--- src/rtl/doorbell_unit.sv ---
module doorbell_unit #(
  parameter int NCPU = 4,
  parameter logic [31:0] IPI_GROUP = 32'h0000_00FF,
  parameter logic [31:0] MSI_GROUP = 32'hFFFF_0000,
  parameter int CW = (NCPU > 1) ? $clog2(NCPU) : 1
) (
  input  logic            clk,
  input  logic            rst_n,
  input  logic            trig_we,
  input  logic [31:0]     trig_wdata,
  input  logic            reg_we,
  input  logic            reg_sel,
  input  logic [CW-1:0]   reg_cpu,
  input  logic [31:0]     reg_wdata,
  input  logic            rd_sel,
  input  logic [CW-1:0]   rd_cpu,
  output logic [31:0]     rd_data,
  output logic [NCPU-1:0] ipi_irq,
  output logic [NCPU-1:0] msi_irq
);

  localparam int MAP_LSB = 8;
  localparam int MAP_MSB = MAP_LSB + NCPU - 1;

  logic [NCPU-1:0][31:0] cause_q, mask_q;
  logic [NCPU-1:0][31:0] set_v, keep_v;
  logic [NCPU-1:0]       mask_wr;
  logic [31:0]           bell_onehot;

  assign bell_onehot = 32'd1 << trig_wdata[4:0];

  always_comb begin
    for (int c = 0; c < NCPU; c++) begin
      set_v[c]   = (trig_we && trig_wdata[MAP_LSB + c]) ? bell_onehot : 32'd0;
      keep_v[c]  = (reg_we && !reg_sel && reg_cpu == CW'(c)) ? reg_wdata : '1;
      mask_wr[c] = reg_we && reg_sel && reg_cpu == CW'(c);
    end
  end

  always_ff @(posedge clk) begin
    if (!rst_n) begin
      cause_q <= '0;
      mask_q  <= '0;
    end else begin
      for (int c = 0; c < NCPU; c++) begin
        cause_q[c] <= (cause_q[c] & keep_v[c]) | set_v[c];
        if (mask_wr[c]) mask_q[c] <= reg_wdata;
      end
    end
  end

  for (genvar c = 0; c < NCPU; c++) begin : g_sum
    assign ipi_irq[c] = |(cause_q[c] & mask_q[c] & IPI_GROUP);
    assign msi_irq[c] = |(cause_q[c] & mask_q[c] & MSI_GROUP);
  end

  assign rd_data = rd_sel ? mask_q[rd_cpu] : cause_q[rd_cpu];

  logic unused_trig_bits;
  assign unused_trig_bits = ^{trig_wdata[7:5], trig_wdata[31:MAP_MSB+1]};

endmodule

--- config.mk ---
export PLATFORM = sky130hd
export DESIGN_NAME = doorbell_unit
export DESIGN_NICKNAME = d
export VERILOG_FILES = /design/src/rtl/doorbell_unit.sv
export SDC_FILE = /design/constraint.sdc
export NUM_CORES = 1
export LEC_CHECK = 0
export ABC_AREA = 1
export CAP_MARGIN = 20
export CORE_UTILIZATION = 40
export CTS_BUF_LIST = sky130_fd_sc_hd__clkbuf_16
export DETAILED_ROUTE_END_ITERATION = 10
export SLEW_MARGIN = 20
export SYNTH_ARGS = -nofsm -noshare
export SYNTH_HDL_FRONTEND = slang
export SYNTH_SLANG_ARGS = --single-unit
--- constraint.sdc ---
create_clock -name clk -period 1.4 [get_ports clk]
set_input_delay 0.21 -clock clk [delete_from_list [all_inputs] [get_ports clk]]
set_output_delay 0.21 -clock clk [all_outputs]
set_load 0.005 [all_outputs]
==> metrics.md <==
| Metric | Value |
|---|---|
| Worst slew pin tran | around 0.55 ns |
| Syn_area_per_cell | approximately 6.4 sq um |
| RSZ-0062 raised after global routing | true |
| Post-DP HPWL | ~34 mm |
| CP Launch Type | flop |
| H-tree depth | 1 |
| Worst path arrival time | between 1.5 and 2 ns |
| Multi-input gate area | 0.00702 sq mm |
| Die height | 181 microns |
| Number of global-route vias before repair | roughly 14k |
| Layout Cells excl Fill | around 2.6k |
| Slew Limit Fails | 0 |
| # IOs | 114 |
| Register area | between 0.005 and 0.006 sq mm |
| ANT nets after route | 0 |
| Core area | 0.0316 sq mm |
| Clock Path Buffers | 3 |
| Maximum fanout along the worst path | 3 |
| Worst IR Drop VDD | roughly 1.1 mV |
| Cell taking the most area after synthesis | dfxtp_1 |
| Post-synthesis cell count | 1999 |
| Max_cap viols | 0 |
| DIE AREA | between 0.03 and 0.04 sq mm |
| Drt total wl | between 50 and 60 mm |
| Layout fillers | approximately 3.1k |
| Critical Path End Type | output port |
| Overflow after GRT | 0 |
| Final-report setup violation count | 40 |
| Pleak | between 6 and 7 nW |
| Top post-synthesis cells by area | dfxtp_1 40%, nand2_1 14%, o21ai_0 9.1%, a21oi_1 8.8%, nor2_1 8.6% |
| Final nets | between 2k and 2.5k |
| CTS clk-pin slew, worst paths | about 0.06 ns |
| DR vias/cell | about 5.6 |
| Final TNS setup | -11.05 ns |
| I/O Buffers | 90 |
| Design Power | 0.0171 W |
| Routability cong. | approximately 0.94 |
| Largest net degree at the start of global routing | 129 |
| Layout cell share with drive strength beyond 1 | between 20% and 30% |
| Synth Flop Type | dfxtp_1 |
| Most common cell in the netlist | nand2_1 |
| Gr usage total | between 30% and 40% |
| Detailed Route Iter0 Violations | between 1k and 1.5k |
| Area Overhead vs Synth | 31.2% |
| Share of the synthesized area in the top cell type | approximately two fifths |
| Failing checks | setup timing |
| Hold_buf cts | 0 |
| Status | finished, violations left |
| Maximum clock rate | 0.538 GHz |
| Seq cells post-synth | 256 |
| Final hold violations | 0 |
| Clock latency at the later pin of the worst-skew pair | about 0.56 ns |
| DRT Pass-1 Iters | 5 |
| Period utilization | 133% |
| Routed wire length per instance | between 15 and 20 microns |
| CTS Root Cell | clkbuf_16 |
| Post-synth top cells | 489 x nand2_1, 292 x nor2_1, 256 x dfxtp_1 |
| ANT cells | 0 |
| Worst Skew | 0 ns |
| Initial antenna violation count | 0 |
| Data required time of the critical path | ~1.2 ns |
| Sequential area share after synthesis | between 40% and 50% |
| Rows | 65 |
| Synth async-reset ratio | 0% |
| Distinct cells, synth | 22 |
| Initial Util | between 40 and 50% |
| Die X | approximately 180 microns |
| Mapped Nets | between 2k and 2.5k |
| Overall via count from detail_route | about 14k |
| Final min period | roughly 1.9 ns |
| YS warnings | 0 |
| Sink Count | between 200 and 300 |
| Worst slew margin | between 60% and 70% |
| Post-synth EDFFs | 0 |
| Worst Slack Setup Final | -0.458 ns |
| CTS buffer count | 28 |
| HP Class | primary input to flop |
| Residual DRC | 0 |
| Placed Instances | about 2.5k |
| Cell area after synthesis | 0.0128 sq mm |
| First-pass GRT wire length | ~80 mm |
| Setup Crit Path Kind | flop to output port |
| PD cells | about 1000 mW/mm^2 |
| CTS tree | yes |
[stage by stage]
stage | util (%) | worst slack, ns | hold slack, ns | instance area [sq um]
finish | 53.3 | -0.458 | 0.147 | 16800
global route | 53.3 | -0.483 | 0.171 | 16800
CTS | 52.4 | -0.449 | 0.145 | 16500
detailed placement | 48.9 | -0.549 | 0.448 | 15400
global placement | 48.9 | -0.529 | 0.446 | 15400
floorplan | - | 0.141 | 0.359 | 12800
[where the power goes]
group / total, W / switching, W / leakage [nW] / internal [W]
clock network: 0.00703 / 0.00313 / 0.429 / 0.00390
logic: 0.00248 / 0.00155 / 4.13 / 0.000933
registers: 0.00756 / 0.000108 / 2.13 / 0.00745
[state kept, by name, indices dropped and copies added, names as in the netlist]
name and cells:
mask_q 128, cause_q 128
[worst max-delay path: stages (launching register included)]
cell	delay, ns
dfxtp_1	0.33
nand2_1	0.11
nand4_1	0.21
nor3_2	0.23
nand2_2	0.08
buf_2	0.13
[placed cells by master, fill, tap and decap left out, drive strengths merged]
cell / instances
nand2: 491
nor2: 296
dfxtp: 256
buf: 241
o21ai: 237
a21oi: 225
nand3: 118
inv: 101
nand4: 80
clkdlybuf4s50: 47
clkbuf: 29
o211ai: 26
clkinv: 17
o22ai: 8
nor3: 6
or2: 2
clkinvlp: 2
bufinv: 1
[layer usage]
metal / wire [microns] / track usage, % / vias to the layer above
met1: 21600 / 40.1 / 6752
met3: 3750 / 4.43 / 113
met5: 0 / 0 / -
met2: 23700 / 50.4 / 625
met4: 1850 / 12.1 / 0
li1: - / - / 6962
[cell families after synthesis]
family	after synthesis	share of synthesized area (%)
buf+inv	254	7.97
simple gates	993	32.1
flops	256	40.0
compound gates	496	20.0
[final cells by class]
class                      instances  share of cell area (%)
inverter                          99                    2.22
tap                              402                    2.99
sequential                       256                    31.3
timing repair buffer             288                    16.6
multi-input combinational       1489                    41.8
clock inverter                    22                   0.752
clock buffer                      29                    4.32
[path summary, 6_finish.rpt]
path                                                to  depth (start not counted)  slack, ns                    start
worst max register to register  mask_q[5]$_SDFFE_PN0P_                          4       0.50   mask_q[5]$_SDFFE_PN0P_
worst min register to register  cause_q[11]$_SDFF_PN0_                          2       0.46   cause_q[11]$_SDFF_PN0_
worst max-delay path                        msi_irq[0]                          5      -0.46  mask_q[28]$_SDFFE_PN0P_
worst min-delay path            cause_q[98]$_SDFF_PN0_                          3       0.15                    rst_n
[repair_timing]
action,in CTS,in global routing
endpoints found under the hold margin,0,0
gates resized for setup,406,105
endpoints found under the setup margin,40,43
setup buffers,11,9
pin swaps,109,92
No activity file was read; power rests on OpenSTA's default activity.
